File: config.mk
export PLATFORM = sky130hd
export DESIGN_NAME = audio_peak_limiter
export DESIGN_NICKNAME = d
export VERILOG_FILES = /design/src/rtl/limiter_pkg.sv /design/src/rtl/limiter_thr_rom.sv /design/src/rtl/limiter_ctrl.sv /design/src/rtl/limiter_datapath.sv /design/src/rtl/audio_peak_limiter.sv
export SDC_FILE = /design/constraint.sdc
export NUM_CORES = 1
export LEC_CHECK = 0
export BUFFER_PORTS_ARGS = -buffer_cell sky130_fd_sc_hd__buf_2
export CORE_MARGIN = 2
export CORE_UTILIZATION = 30
export CTS_CLUSTER_DIAMETER = 40
export DETAILED_ROUTE_END_ITERATION = 12
export GPL_TIMING_DRIVEN = 1
export PLACE_DENSITY = 0.44
export SETUP_SLACK_MARGIN = 0.15
export SLEW_MARGIN = 40
export SYNTH_ARGS = -nofsm -noshare
export SYNTH_HDL_FRONTEND = slang
export SYNTH_SLANG_ARGS = --single-unit
File: constraint.sdc
create_clock -name clk -period 9.89 [get_ports clk]
set_input_delay 0.4945 -clock clk [delete_from_list [all_inputs] [get_ports clk]]
set_output_delay 0.4945 -clock clk [all_outputs]
set_load 0.05 [all_outputs]
File: src/rtl/limiter_pkg.sv
package limiter_pkg;

  typedef struct packed {
    logic clear;
    logic attack;
    logic releaseStep;
  } strobes_t;

  typedef struct packed {
    logic [1:0] gain;
    logic [1:0] limit;
  } cfg_t;

  localparam int NUM_ENTRIES = 16;

  // threshold in millivolts for table index {gain, limit}
  function automatic int unsigned thr_mv(input int idx);
    int unsigned row;
    int unsigned col;
    row = (idx >> 2) & 3;
    col = idx & 3;
    case (row)
      0: case (col) 0: return 1265; 1: return 1386; 2: return 1549; default: return 1789; endcase
      1: case (col) 0: return 632;  1: return 693;  2: return 775;  default: return 894;  endcase
      2: case (col) 0: return 316;  1: return 346;  2: return 387;  default: return 447;  endcase
      default: case (col) 0: return 201; 1: return 220; 2: return 246; default: return 284; endcase
    endcase
  endfunction

  function automatic longint thr_code(input int idx, input int sampleW, input int fullScaleMv);
    longint scaled;
    longint maxCode;
    maxCode = (longint'(1) << sampleW) - 1;
    scaled = (longint'(thr_mv(idx)) * ((longint'(1) << (sampleW - 1)) - 1)) / longint'(fullScaleMv);
    if (scaled > maxCode) scaled = maxCode;
    return scaled;
  endfunction

endpackage

File: src/rtl/limiter_thr_rom.sv
module limiter_thr_rom #(
  parameter int SAMPLE_W      = 16,
  parameter int FULL_SCALE_MV = 2000
) (
  input  logic [3:0]          idx,
  output logic [SAMPLE_W-1:0] threshold
);
  localparam int NUM = limiter_pkg::NUM_ENTRIES;

  logic [SAMPLE_W-1:0] entries [NUM];

  for (genvar i = 0; i < NUM; i++) begin : g_entry
    localparam longint CODE = limiter_pkg::thr_code(i, SAMPLE_W, FULL_SCALE_MV);
    assign entries[i] = CODE[SAMPLE_W-1:0];
  end

  assign threshold = entries[idx];
endmodule

File: src/rtl/limiter_ctrl.sv
module limiter_ctrl
  import limiter_pkg::*;
#(
  parameter int SAMPLE_W      = 16,
  parameter int FULL_SCALE_MV = 2000,
  parameter int RELEASE_DIV   = 4
) (
  input  logic                clk,
  input  logic                rstN,
  input  logic                enable,
  input  logic [1:0]          gainCode,
  input  logic [1:0]          limitCode,
  input  logic [SAMPLE_W-1:0] magnitude,
  input  logic                atUnity,
  output strobes_t            strobes
);
  localparam int CNT_W = (RELEASE_DIV > 1) ? $clog2(RELEASE_DIV) : 1;
  localparam logic [CNT_W-1:0] CNT_LAST = CNT_W'(RELEASE_DIV - 1);

  logic             enableQ;
  cfg_t             cfgQ;
  cfg_t             cfgActive;
  logic             enableRise;
  logic [CNT_W-1:0] relCnt;
  logic [SAMPLE_W-1:0] threshold;
  logic             overThr;
  logic             countWrap;

  assign enableRise = enable & ~enableQ;
  assign cfgActive  = enableRise ? cfg_t'({gainCode, limitCode}) : cfgQ;

  limiter_thr_rom #(
    .SAMPLE_W     (SAMPLE_W),
    .FULL_SCALE_MV(FULL_SCALE_MV)
  ) thr_rom_i (
    .idx      (cfgActive),
    .threshold(threshold)
  );

  assign overThr   = enable && (magnitude > threshold);
  assign countWrap = (relCnt == CNT_LAST);

  always_comb begin
    strobes.clear       = ~enable;
    strobes.attack      = overThr;
    strobes.releaseStep = enable && !overThr && !atUnity && countWrap;
  end

  always_ff @(posedge clk or negedge rstN) begin
    if (!rstN) begin
      enableQ <= 1'b0;
      cfgQ    <= '0;
    end else begin
      enableQ <= enable;
      if (enableRise) cfgQ <= cfgActive;
    end
  end

  always_ff @(posedge clk or negedge rstN) begin
    if (!rstN) begin
      relCnt <= '0;
    end else if (!enable || overThr || atUnity || countWrap) begin
      relCnt <= '0;
    end else begin
      relCnt <= relCnt + 1'b1;
    end
  end

  // settings stay frozen while enable remains high
  p_cfg_frozen_r3: assert property (@(posedge clk) disable iff (!rstN)
    (enable && enableQ) |=> $stable(cfgQ));

  // at most one strobe per cycle
  p_strobe_onehot_r8: assert property (@(posedge clk) disable iff (!rstN)
    $onehot0({strobes.clear, strobes.attack, strobes.releaseStep}));

  if (RELEASE_DIV > 1) begin : g_spacing
    // release steps never occur on consecutive samples
    p_release_spacing_r5: assert property (@(posedge clk) disable iff (!rstN)
      strobes.releaseStep |=> !strobes.releaseStep);
  end
endmodule

File: src/rtl/limiter_datapath.sv
module limiter_datapath
  import limiter_pkg::*;
#(
  parameter int SAMPLE_W = 16,
  parameter int GAIN_W   = 12
) (
  input  logic                       clk,
  input  logic                       rstN,
  input  strobes_t                   strobes,
  input  logic signed [SAMPLE_W-1:0] sampleIn,
  output logic [SAMPLE_W-1:0]        magnitude,
  output logic                       atUnity,
  output logic [GAIN_W-1:0]          gainFactor,
  output logic signed [SAMPLE_W-1:0] sampleOut
);
  localparam logic [GAIN_W-1:0] UNITY = GAIN_W'(1) << (GAIN_W - 1);
  localparam logic [GAIN_W-1:0] FLOOR = GAIN_W'(1);
  localparam int PROD_W = SAMPLE_W + GAIN_W + 1;

  logic [GAIN_W-1:0]          gainNext;
  logic [GAIN_W-1:0]          gainHalf;
  logic signed [GAIN_W:0]     gainSigned;
  logic signed [PROD_W-1:0]   product;
  logic signed [SAMPLE_W-1:0] scaled;

  assign magnitude = sampleIn[SAMPLE_W-1] ? (~sampleIn + 1'b1) : sampleIn;
  assign atUnity   = (gainFactor == UNITY);
  assign gainHalf  = gainFactor >> 1;

  always_comb begin
    if (strobes.clear) begin
      gainNext = UNITY;
    end else if (strobes.attack) begin
      gainNext = (gainHalf < FLOOR) ? FLOOR : gainHalf;
    end else if (strobes.releaseStep) begin
      gainNext = gainFactor + 1'b1;
    end else begin
      gainNext = gainFactor;
    end
  end

  assign gainSigned = {1'b0, gainNext};
  assign product    = sampleIn * gainSigned;
  assign scaled     = SAMPLE_W'(product >>> (GAIN_W - 1));

  always_ff @(posedge clk or negedge rstN) begin
    if (!rstN) begin
      gainFactor <= UNITY;
      sampleOut  <= '0;
    end else begin
      gainFactor <= gainNext;
      sampleOut  <= strobes.clear ? '0 : scaled;
    end
  end

  // a disabled cycle leaves silence and unity gain
  p_clear_unity_r8: assert property (@(posedge clk) disable iff (!rstN)
    strobes.clear |=> (gainFactor == UNITY) && (sampleOut == '0));

  // attack halves the factor when there is room to halve
  p_attack_halves_r4: assert property (@(posedge clk) disable iff (!rstN)
    (strobes.attack && gainFactor > FLOOR) |=> (gainFactor == ($past(gainFactor) >> 1)));

  // a release step adds exactly one LSB
  p_release_lsb_r5: assert property (@(posedge clk) disable iff (!rstN)
    strobes.releaseStep |=> (gainFactor == $past(gainFactor) + 1'b1));

  // the factor never leaves [1, unity]
  p_gain_range_r6: assert property (@(posedge clk) disable iff (!rstN)
    (gainFactor >= FLOOR) && (gainFactor <= UNITY));
endmodule

File: src/rtl/audio_peak_limiter.sv
module audio_peak_limiter
  import limiter_pkg::*;
#(
  parameter int SAMPLE_W      = 16,
  parameter int GAIN_W        = 12,
  parameter int RELEASE_DIV   = 4,
  parameter int FULL_SCALE_MV = 2000
) (
  input  logic                       clk,
  input  logic                       rstN,
  input  logic                       enable,
  input  logic [1:0]                 gainCode,
  input  logic [1:0]                 limitCode,
  input  logic signed [SAMPLE_W-1:0] sampleIn,
  output logic signed [SAMPLE_W-1:0] sampleOut,
  output logic [GAIN_W-1:0]          gainFactor,
  output logic                       limiterActive
);
  localparam logic [GAIN_W-1:0] UNITY = GAIN_W'(1) << (GAIN_W - 1);

  strobes_t            strobes;
  logic [SAMPLE_W-1:0] magnitude;
  logic                atUnity;

  limiter_ctrl #(
    .SAMPLE_W     (SAMPLE_W),
    .FULL_SCALE_MV(FULL_SCALE_MV),
    .RELEASE_DIV  (RELEASE_DIV)
  ) ctrl_i (
    .clk      (clk),
    .rstN     (rstN),
    .enable   (enable),
    .gainCode (gainCode),
    .limitCode(limitCode),
    .magnitude(magnitude),
    .atUnity  (atUnity),
    .strobes  (strobes)
  );

  limiter_datapath #(
    .SAMPLE_W(SAMPLE_W),
    .GAIN_W  (GAIN_W)
  ) dp_i (
    .clk       (clk),
    .rstN      (rstN),
    .strobes   (strobes),
    .sampleIn  (sampleIn),
    .magnitude (magnitude),
    .atUnity   (atUnity),
    .gainFactor(gainFactor),
    .sampleOut (sampleOut)
  );

  assign limiterActive = (gainFactor < UNITY);

  // reset leaves the channel quiet at unity gain
  p_reset_state_r1: assert property (@(posedge clk)
    !rstN |=> (gainFactor == UNITY) && (sampleOut == '0));
endmodule

==> impl_metrics.csv <==
group,metric,value,unit
status,status,"completed",
timing,hold_viol,0,
worst_hold_path,hp-class,"in -> async",
drt,drc,0,
logic_synthesis,synth-seq-area-share,9.35,%
worst_setup_path,crit_path_start_kind,"input pin",
logic_synthesis,synth_cells,1090,
floorplan,die_h,181,µm
global_routing,grt_max_degree,40,
final_layout,drive_gt1_share,8.73,%
worst_setup_path,setup.worst_path.class,"in -> reg",
drt,wl,25.0,mm
timing,fin_crit_sh,91.8,%
drt,firstDrtPassIters,4,
timing,layout_min_cycle_time,9.08,ns
timing,worst_pin_slew,0.684,ns
floorplan,core_area,0.0307,mm²
placement,portBuffers,51,
logic_synthesis,netlist_area,0.00939,mm²
global_routing,grt.total_usage,16.6,%
timing,whs,0.182,ns
pwr,p_total,1.35,mW
global_routing,grt_antenna_before_repair,1,
global_routing,grt_pass1_vias,7928,
timing,rsz0062_at_grt,"no",
worst_setup_path,required,10.11,ns
drt,antenna_left,0,
floorplan,placementRows,64,
flow_run,maxCapViolCount,0,
logic_synthesis,async_flop_share,100,%
drt,via_per_inst,4.72,
logic_synthesis,synth_area_per_cell,8.61,µm²
drt,vias,7173,
logic_synthesis,yosys_warnings,0,
final_layout,nets,1400,
floorplan,die_x,181,µm
floorplan,num_io_pins,52,
worst_setup_path,endpoint_kind,"flop",
cts,cts.sinks,35,
cts,root_buffer,"clkbuf_16",
cts,clkTransAtPathRegs,0.06,ns
logic_synthesis,ys_types,54,
worst_setup_path,max_stage_delay,0.54,ns
final_layout,nFillCells,3287,
timing,max_slew_margin,53.9,%
pwr,leakagePower,5.37,nW
floorplan,die_area,0.0327,mm²
pwr,max-vdd-ir-drop,0.0612,mV
final_layout,fin_util,33.6,%
timing,fin_setup_tns,0,ns
cts,clock_path_buffers,2,
logic_synthesis,synth-seq-cells,35,
placement,dp_hpwl,20.4,mm
floorplan,initial_core_util,30.6,%
cts,cts_hold_buf,0,
worst_setup_path,worstPathMaxFanout,12,
cts,cts_buffers,5,
final_layout,syn2layout_area_growth,9.75,%
drt,wl_per_cell,16.5,µm
timing,fin_skew,0.00656,ns
global_routing,grt_pass1_wl,43.0,mm
cts,tritoncts,"yes",
drt,drtIter0Drc,288,
logic_synthesis,ys.flop_type,"dfrtp_1",
cts,clk_latency,0.29,ns
timing,setup_viol,0,
worst_setup_path,cp.arrival,9.30,ns
timing,fmax,110,MHz
pwr,power.density,131,mW/mm²
logic_synthesis,synth-edff-count,0,
cts,htreeDepth,2,
worst_setup_path,cpMaxStageDelayCell,"fa_1",
logic_synthesis,syn-num-nets,1368,
global_routing,overflow,0,
timing,drv_slew,0,
placement,routabilityCongestion,0.874,
[cell type report]
| type | instances | area [µm²] | share of cell area [%] |
|---|---|---|---|
| Antenna cell | 1 | 2.50 | 0.0243 |
| Clock buffer | 6 | 139 | 1.35 |
| Clock inverter | 2 | 35.0 | 0.340 |
| Inverter | 240 | 901 | 8.75 |
| Multi-Input combinational cell | 769 | 7440 | 72.3 |
| Sequential cell | 35 | 877 | 8.52 |
| Tap cell | 396 | 495 | 4.81 |
| Timing Repair Buffer | 71 | 408 | 3.96 |
[layout by cell type, fill, tap and decap left out, types with 21 or more instances in the layout]
cell type    n
and2_1      84
ha_1        86
buf_2       50
nand2_1    127
a21oi_1     33
xnor2_1     34
dfrtp_1     34
fa_1       168
inv_1      240
buf_4       21
nor2_1      42
o21ai_0     27
and3_1      24
[cell usage after synthesis, types with 11 or more instances]
cell / number / area share (%)
clkbuf_1: 40 / 1.6
and2_1: 84 / 5.6
nand3_1: 12 / 0.64
o21ai_0: 27 / 1.4
ha_1: 86 / 11
dfrtp_1: 34 / 9.1
a21o_1: 12 / 0.96
nand2b_1: 11 / 0.73
inv_1: 240 / 9.6
nor2_1: 42 / 1.7
xnor2_1: 34 / 3.2
nor3_1: 13 / 0.69
a21oi_1: 34 / 1.8
fa_1: 169 / 36
and3_1: 24 / 1.6
nand2_1: 127 / 5.1
[flip-flops by register name, indices dropped and copies added (netlist names)]
name and flops:
ctrl_i.enableQ 1, ctrl_i.cfgQ 4, dp_i.gainFactor 12, dp_i.sampleOut 16
ctrl_i.relCnt 2
[layer usage]
layer | part of all wire (%) | vias up | GRT usage, %
li1 | - | 3403 | -
met4 | 1.5 | 0 | 3.90
met3 | 2.9 | 15 | 1.57
met2 | 52 | 116 | 30.2
met1 | 43 | 3639 | 21.1
met5 | 0 | - | 0
[critical path: cells and delay by family]
kind,cells,cell delay (ns)
AOI/OAI and AO/OA,14,2.72
xor gates and xnor gates,1,0.11
adders and majority gates,8,3.40
buffers and inverters,7,0.82
and+or+nand+nor,9,1.74
[timing repair]
| action | 4_1_cts | 5_1_grt |
|---|---|---|
| buffers inserted | 0 | 1 |
| setup endpoints to repair | 0 | 11 |
| resized for setup | 0 | 6 |
[report_power, final]
part	leakage (nW)	switching, mW	internal [mW]
Combinational	4.83	0.614	0.340
Clock	0.0869	0.0708	0.126
Sequential	0.458	0.0159	0.180
Total	5.37	0.700	0.645
[through the flow]
step	cell area (µm²)	setup slack, ns	std cells
after floorplan	9390	0.994	1090
after CTS	10300	0.664	1518
after global placement	10100	0.469	1510
final	10300	0.808	1520
after detailed placement	10100	0.416	1510
after global routing	10300	0.180	1520
[final timing paths]
kind / startpoint / end / slack [ns] / cells past startpoint
max: sampleIn[0] / dp_i.sampleOut[15] / 0.81 / 39
min: rstN / ctrl_i.cfgQ[3] / 0.18 / 1
max reg2reg: ctrl_i.enableQ / dp_i.sampleOut[15] / 0.83 / 38
min reg2reg: ctrl_i.relCnt[0] / ctrl_i.relCnt[0] / 0.45 / 1
max in group asynchronous: rstN / dp_i.sampleOut[0] / 9.33 / 1
min in group clk: ctrl_i.relCnt[0] / ctrl_i.relCnt[0] / 0.45 / 1
[kinds of logic after synthesis]
family | synth area share [%]
xor+xnor | 4.01
simple gates | 18.8
compound gates | 7.48
buf+inv | 11.6
fa+ha+maj | 47.5
flops | 9.35
mux | 1.21
Note: power is estimated with default switching activity, not from simulation.
